<file path="src/rtl/radio_irq_pkg.sv">
package radio_irq_pkg;
  localparam int unsigned REG_AW = 6;
  localparam int unsigned REG_DW = 8;

  localparam logic [REG_AW-1:0] A_CFG   = 6'h05;
  localparam logic [REG_AW-1:0] A_RX_EN = 6'h07;
  localparam logic [REG_AW-1:0] A_RX_ST = 6'h08;
  localparam logic [REG_AW-1:0] A_TX_EN = 6'h0D;
  localparam logic [REG_AW-1:0] A_TX_ST = 6'h0E;
  localparam logic [REG_AW-1:0] A_WK_EN = 6'h1C;
  localparam logic [REG_AW-1:0] A_WK_ST = 6'h1D;

  typedef enum logic [1:0] {
    CHIP_STD   = 2'd0,
    CHIP_64    = 2'd1,
    CHIP_32DDR = 2'd2,
    CHIP_ALT   = 2'd3
  } chip_mode_e;

  // lane B is unused in the single-lane chip rates
  function automatic logic lane_b_silenced(input chip_mode_e m);
    return (m == CHIP_64) || (m == CHIP_32DDR);
  endfunction
endpackage

</file>
<file path="src/rtl/irq_rst_sync.sv">
module irq_rst_sync #(
  parameter int unsigned STAGES = 2
) (
  input  logic clk,
  input  logic rst_n,
  output logic rst_sync_n
);
  logic [STAGES-1:0] chain_q;
  logic [STAGES-1:0] chain_d;

  always_comb chain_d = {chain_q[STAGES-2:0], 1'b1};

  always_ff @(posedge clk or negedge rst_n) begin
    if (!rst_n) chain_q <= '0;
    else        chain_q <= chain_d;
  end

  assign rst_sync_n = chain_q[STAGES-1];
endmodule

</file>
<file path="src/rtl/irq_flag_bank.sv">
module irq_flag_bank #(
  parameter int unsigned W = 4
) (
  input  logic         clk,
  input  logic         rst_n,
  input  logic [W-1:0] set_i,
  input  logic         clr_i,
  output logic [W-1:0] flag_o
);
  logic [W-1:0] flag_q;
  logic [W-1:0] flag_d;
  logic         upd;

  // a fresh event outranks a clear in the same cycle
  always_comb begin
    flag_d = set_i | (clr_i ? '0 : flag_q);
    upd    = clr_i | (|set_i);
  end

  always_ff @(posedge clk or negedge rst_n) begin
    if (!rst_n)   flag_q <= '0;
    else if (upd) flag_q <= flag_d;
  end

  assign flag_o = flag_q;
endmodule

</file>
<file path="src/rtl/irq_wake_detect.sv">
module irq_wake_detect (
  input  logic clk,
  input  logic rst_n,
  input  logic pd_n,
  input  logic osc_ready,
  output logic rise_o
);
  logic osc_q;

  always_ff @(posedge clk or negedge rst_n) begin
    if (!rst_n) osc_q <= 1'b0;
    else        osc_q <= osc_ready;
  end

  assign rise_o = osc_ready & ~osc_q & pd_n;
endmodule

</file>
<file path="src/rtl/irq_pin_drive.sv">
module irq_pin_drive (
  input  logic req_i,
  input  logic active_high_i,
  output logic pin_data_o,
  output logic pin_oe_o
);
  // the pin is only ever driven toward its asserted level
  assign pin_oe_o   = req_i;
  assign pin_data_o = active_high_i;
endmodule

</file>
<file path="src/rtl/radio_irq_agg.sv">
module radio_irq_agg
  import radio_irq_pkg::*;
#(
  parameter int unsigned TX_N   = 4,
  parameter int unsigned LANE_N = 4
) (
  input  logic              clk,
  input  logic              rst_n,
  input  logic [REG_AW-1:0] reg_addr,
  input  logic              reg_wr,
  input  logic              reg_rd,
  input  logic [REG_DW-1:0] reg_wdata,
  output logic [REG_DW-1:0] reg_rdata,
  input  logic [TX_N-1:0]   tx_evt,
  input  logic [LANE_N-1:0] rx_evt_a,
  input  logic [LANE_N-1:0] rx_evt_b,
  input  logic              tx_mode,
  input  logic [1:0]        chip_mode,
  input  logic              pd_n,
  input  logic              osc_ready,
  output logic              irq_data,
  output logic              irq_oe
);
  localparam int unsigned RX_N = 2 * LANE_N;

  logic              rst_s_n;
  logic [RX_N-1:0]   rx_en, rx_en_d, rx_stat, rx_set, rx_lane_mask;
  logic [TX_N-1:0]   tx_en, tx_en_d, tx_stat;
  logic              wake_en, wake_en_d, wake_stat, wake_rise;
  logic              cfg_high, cfg_high_d;
  logic [REG_DW-1:0] rd_val, rdata_q;
  logic              clr_rx, clr_tx, clr_wk, lane_b_off, req;

  irq_rst_sync #(.STAGES(2)) u_rst (
    .clk(clk), .rst_n(rst_n), .rst_sync_n(rst_s_n)
  );

  assign lane_b_off = lane_b_silenced(chip_mode_e'(chip_mode));

  // per-lane gating: lane A always live, lane B off in single-lane rates
  for (genvar g = 0; g < 2; g++) begin : g_lane
    if (g == 0) begin : g_a
      assign rx_set[LANE_N-1:0]       = rx_evt_a;
      assign rx_lane_mask[LANE_N-1:0] = '1;
    end else begin : g_b
      assign rx_set[RX_N-1:LANE_N]       = rx_evt_b & {LANE_N{~lane_b_off}};
      assign rx_lane_mask[RX_N-1:LANE_N] = {LANE_N{~lane_b_off}};
    end
  end

  // clear-on-read strobes
  always_comb begin
    clr_rx = reg_rd && (reg_addr == A_RX_ST);
    clr_tx = reg_rd && (reg_addr == A_TX_ST);
    clr_wk = reg_rd && (reg_addr == A_WK_ST);
  end

  irq_flag_bank #(.W(RX_N)) u_rx_flags (
    .clk(clk), .rst_n(rst_s_n), .set_i(rx_set), .clr_i(clr_rx), .flag_o(rx_stat)
  );

  irq_flag_bank #(.W(TX_N)) u_tx_flags (
    .clk(clk), .rst_n(rst_s_n), .set_i(tx_evt), .clr_i(clr_tx), .flag_o(tx_stat)
  );

  irq_wake_detect u_wake_det (
    .clk(clk), .rst_n(rst_s_n), .pd_n(pd_n), .osc_ready(osc_ready), .rise_o(wake_rise)
  );

  irq_flag_bank #(.W(1)) u_wk_flag (
    .clk(clk), .rst_n(rst_s_n), .set_i(wake_rise), .clr_i(clr_wk), .flag_o(wake_stat)
  );

  // enable and config next state
  always_comb begin
    rx_en_d    = rx_en;
    tx_en_d    = tx_en;
    wake_en_d  = wake_en;
    cfg_high_d = cfg_high;
    unique case (reg_addr)
      A_RX_EN: rx_en_d    = reg_wdata[RX_N-1:0];
      A_TX_EN: tx_en_d    = reg_wdata[TX_N-1:0];
      A_WK_EN: wake_en_d  = reg_wdata[0];
      A_CFG:   cfg_high_d = reg_wdata[0];
      default: ;
    endcase
  end

  always_ff @(posedge clk or negedge rst_s_n) begin
    if (!rst_s_n) begin
      rx_en    <= '0;
      tx_en    <= '0;
      wake_en  <= 1'b0;
      cfg_high <= 1'b0;
    end else if (reg_wr) begin
      rx_en    <= rx_en_d;
      tx_en    <= tx_en_d;
      wake_en  <= wake_en_d;
      cfg_high <= cfg_high_d;
    end
  end

  // read mux
  always_comb begin
    rd_val = '0;
    unique case (reg_addr)
      A_CFG:   rd_val[0]        = cfg_high;
      A_RX_EN: rd_val[RX_N-1:0] = rx_en;
      A_RX_ST: rd_val[RX_N-1:0] = rx_stat;
      A_TX_EN: rd_val[TX_N-1:0] = tx_en;
      A_TX_ST: rd_val[TX_N-1:0] = tx_stat;
      A_WK_EN: rd_val[0]        = wake_en;
      A_WK_ST: rd_val[0]        = wake_stat;
      default: ;
    endcase
  end

  always_ff @(posedge clk or negedge rst_s_n) begin
    if (!rst_s_n)    rdata_q <= '0;
    else if (reg_rd) rdata_q <= rd_val;
  end

  assign reg_rdata = rdata_q;

  // request: enabled, not direction-masked, not lane-masked
  always_comb begin
    req = (|(tx_stat & tx_en & {TX_N{tx_mode}}))
        | (|(rx_stat & rx_en & rx_lane_mask & {RX_N{~tx_mode}}))
        | (wake_stat & wake_en);
  end

  irq_pin_drive u_pin (
    .req_i(req), .active_high_i(cfg_high), .pin_data_o(irq_data), .pin_oe_o(irq_oe)
  );
endmodule

</file>
<file path="config.mk">
export PLATFORM = sky130hd
export DESIGN_NAME = radio_irq_agg
export DESIGN_NICKNAME = d
export VERILOG_FILES = /design/src/rtl/radio_irq_pkg.sv /design/src/rtl/irq_rst_sync.sv /design/src/rtl/irq_flag_bank.sv /design/src/rtl/irq_wake_detect.sv /design/src/rtl/irq_pin_drive.sv /design/src/rtl/radio_irq_agg.sv
export SDC_FILE = /design/constraint.sdc
export NUM_CORES = 1
export LEC_CHECK = 0
export BUFFER_PORTS_ARGS = -buffer_cell sky130_fd_sc_hd__buf_2
export CORE_MARGIN = 4
export CORE_UTILIZATION = 47
export DETAILED_ROUTE_END_ITERATION = 6
export MAX_ROUTING_LAYER = met4
export PLACE_DENSITY = 0.8
export SYNTH_ARGS = -nofsm -noshare
export SYNTH_HDL_FRONTEND = slang
export SYNTH_SLANG_ARGS = --single-unit
export TNS_END_PERCENT = 5
</file>
<file path="constraint.sdc">
create_clock -name clk -period 1.3 [get_ports clk]
set_clock_uncertainty 0.1 [all_clocks]
set_input_delay 0.065 -clock clk [delete_from_list [all_inputs] [get_ports clk]]
set_output_delay 0.065 -clock clk [all_outputs]
set_load 0.05 [all_outputs]
</file>
==> metrics.md <==
| Metric | Value |
|---|---|
| Status | finished with violations |
| Failing checks | negative setup slack |
| Synthesized area per cell | 12.5 µm² |
| Post-synth EDFFs | 0 |
| GRT overflow | 0 |
| Global-route track usage on met1 | 0.312 |
| Finished Layout Cells | 292 |
| Sequential share of power | 0.443 |
| Min-delay src | reg_rd |
| Antenna Nets Post-Route | 0 |
| Synth cell types | 39 |
| CTS Sinks | 38 |
| # DRC | 0 |
| Clk Tree Root Cell | clkbuf_8 |
| Post-Syn Instances | approximately 140 |
| CP delay by family, top | compound AO/OA/AOI/OAI gates |
| Crit-path cells | buf_6 -> a22oi_2 -> nand2_1 -> a22oi_2 -> o21ai_2 -> buf_6 |
| P_sw | 0.000825 W |
| Reg clk slew, reported paths | 0.08 ns |
| Area after DPL | 2260 µm² |
| PortBufs | 44 |
| Arr. time, crit path | 1.59 ns |
| Max-cap violations | 0 |
| Top post-synthesis cells by area | dfrtp_1 (55%), mux2_1 (5.2%), mux2_2 (4.5%), a22o_1 (3.5%), a21o_1 (3.5%) |
| Worst-skew pair later-pin latency | around 0.28 ns |
| GR Util met3 | 0.0421 |
| Fin. Hold Viols | 0 |
| Pint | ~0.0022 W |
| Period utilisation layout | 1.35 |
| Worst reg2reg endpoint | reg_rdata[0]$_DFFE_PN0P_ |
| Total I/O pin count | 45 |
| GRT Resource Usage Total | 0.258 |
| CP Class | flop to primary output |
| Commonest non-fill, non-tap cell in the layout | buf_2 |
| Vias in the first global route | 1717 |
| #FFs+latches synth | 38 |
| Clock power share | 0.329 |
| RSZ-0062 raised after global routing | true |
| Final setup fails | 4 |
| Grt peak-use layer | met2 |
| FILL cells | 202 |
| Syn_nets | 174 |
| Post-Place Cells | 258 |
| Standard-cell rows | 21 |
| Nets@finish | 280 |
| Critical path buffers and inverters | 2 |
| Die Height | approximately 70 µm |
| Post-DP HPWL | 3550 µm |
| Area leader, netlist | dfrtp_1 |
| Final instance area | 2680 µm² |
| Die area | about 4700 µm² |
| Total wire length | 5550 µm |
| Power Density | around 1100 nW/µm² |
| Critical Path Source Type | flop |
| Worst vdd ir | slightly below 0.8 mV |
| Core area | 3440 µm² |
| Setup_tns | -0.751 ns |
| CTS Buffer Depth | 2 |
| Sequential-to-total area share from yosys stat | 0.548 |
| Async S/R FF share, synth | 1.00 |
| Reg2reg start | tx_en[0]$_DFFE_PN0P_ |
| CTS Buf Count | 5 |
| Layout cells sized above 1 | 0.447 |
| CP max FO | 2 |
| CP Capture Type | primary output |
| Largest net degree at the start of global routing | 37 |
| Yosys Warn Count | 0 |
| RePlAce Congestion | 0.887 |
| Vias per cell | 5.92 |
| Pwr Total | 0.00300 W |
| Top FF cell, synth | dfrtp_1 |
| Post-Syn Area | 1730 µm² |
| Final slew viol count | 0 |
| First-pass GRT wire length | 8560 µm |
| R2r worst-path depth | 5 |
| Setup slack after layout | -0.451 ns |
| Flop2flop setup slack | -0.28 ns |
| Worst Hold End | reg_rdata[7]$_DFFE_PN0P_ |
| DR iter-0 viols | 232 |
| Routing usage on met2 | 0.418 |
| Level count of the clock H-tree | 2 |
| Maximum clock rate | 571 MHz |
| Most frequent cells in the layout | buf_2 (43), dfrtp_1 (37), buf_4 (33), dlygate4sd3_1 (24), nor2_1 (9) |
| Initial DRT Pass Iterations | 7 |
| N_diodes | 0 |
| Max incr delay on CP | between 0.4 and 0.5 ns |
| Wire per inst | about 19 µm |
| Sw Ratio | 0.275 |
| Tmin final | about 1.8 ns |
| Area delta synth->final | 54.7% |
| Comb pwr share | 0.227 |
| Worst Path Required | 1.13 ns |
| Initial Utilization | 0.504 |
| Initial antenna violation count | 0 |
| Max stage delay cell, worst path | dfrtp_1 |
| Post-synth top area share | 0.548 |
| Vias | about 1700 |
| CTS tree | built |
| Hold_ws | 0.0853 ns |
| HP Class | input port to flop |
| WHS Path Cells | 4 |
| Leak | 1.27 nW |
| Die W | roughly 69 µm |
## registers in the layout, indices dropped and copies added, names as in the netlist, 2 cells and up
name,cells
reg_rdata,8
rx_en,8
tx_en,4
u_rst.chain_q,2
u_rx_flags.flag_o,8
u_tx_flags.flag_o,4
## power groups by stage
stage | logic [W] | registers (W) | clock network [W]
6_report | 0.000681 | 0.00133 | 0.000987
5_1_grt | 0.000719 | 0.00133 | 0.00105
4_1_cts | 0.000625 | 0.00132 | 0.000982
3_5_place_dp | 0.000534 | 0.00134 | 0
3_3_place_gp | 0.000515 | 0.00133 | 0
2_1_floorplan | 0.000230 | 0.00139 | 0
## synth_stat cells, types with 2 or more instances
cell type,number
a211o_1,2
a21o_1,8
a21oi_1,2
a221oi_1,5
a222oi_1,3
a22o_1,7
a22oi_1,7
and4b_1,3
buf_2,3
dfrtp_1,38
mux2_1,8
mux2_2,7
nand2_1,6
nand3_1,2
nor2_1,9
o21ai_0,3
o2bb2ai_1,3
xnor2_1,2
## metrics by stage
stage | setup WS (ns) | utilization
after global routing | -0.479 | 0.779
after detailed placement | -0.333 | 0.657
after floorplan | -0.251 | -
after global placement | -0.194 | 0.657
after CTS | -0.280 | 0.768
final | -0.451 | 0.779
## worst max path at each step
stage / to / slack, ns / startpoint / cells after the start
after floorplan: u_rx_flags.flag_o[4]$_DFFE_PN0P_ / -0.25 / reg_addr[1] / 5
after CTS: irq_oe / -0.28 / tx_en[0]$_DFFE_PN0P_ / 6
after global placement: reg_rdata[1]$_DFFE_PN0P_ / -0.19 / reg_addr[1] / 6
final: irq_oe / -0.45 / tx_en[0]$_DFFE_PN0P_ / 6
after detailed placement: reg_rdata[2]$_DFFE_PN0P_ / -0.33 / reg_addr[1] / 6
after global routing: irq_oe / -0.48 / tx_en[0]$_DFFE_PN0P_ / 6
## kinds of logic (layout without fill, tap and decap cells)
family	after synthesis	count (layout)	synth area share
AO/OA/AOI/OAI	42	42	0.192
flip-flops	38	38	0.548
AND/OR/NAND/NOR	32	32	0.118
multiplexers	16	16	0.103
buffers and inverters	8	115	0.0260
XOR/XNOR	2	2	0.0101
other	1	1	0.00216
## metal layers
layer	up-vias	share of wire	routed length (µm)
li1	743	-	-
met1	841	0.38	2120
met2	118	0.50	2790
met3	26	0.079	438
met4	0	0.036	201
met5	-	0	0
## tightest hold or removal path, stage by stage
cell and delay, ns:
buf_2 0.11, clkinv_1 0.12, a221oi_1 0.07, nor2_1 0.08
## layout make-up
class	instances	area, µm²	area share
clock buffers	7	76.3	0.0285
well taps	46	57.6	0.0215
clock inverters	1	30.0	0.0112
inverters	2	7.51	0.00280
flip-flops and latches	38	952	0.355
repair buffers	105	768	0.286
multi-input cells	93	791	0.295
## timing repair
item                       4_1_cts  5_1_grt
gates resized for setup          9        6
setup endpoints to repair        5       15
hold buffers                    24        0
gates cloned                     0        0
hold endpoints to repair        30        0
pin swaps                        2        4
setup buffers                    0        2
(Power assumes the default switching activity.)
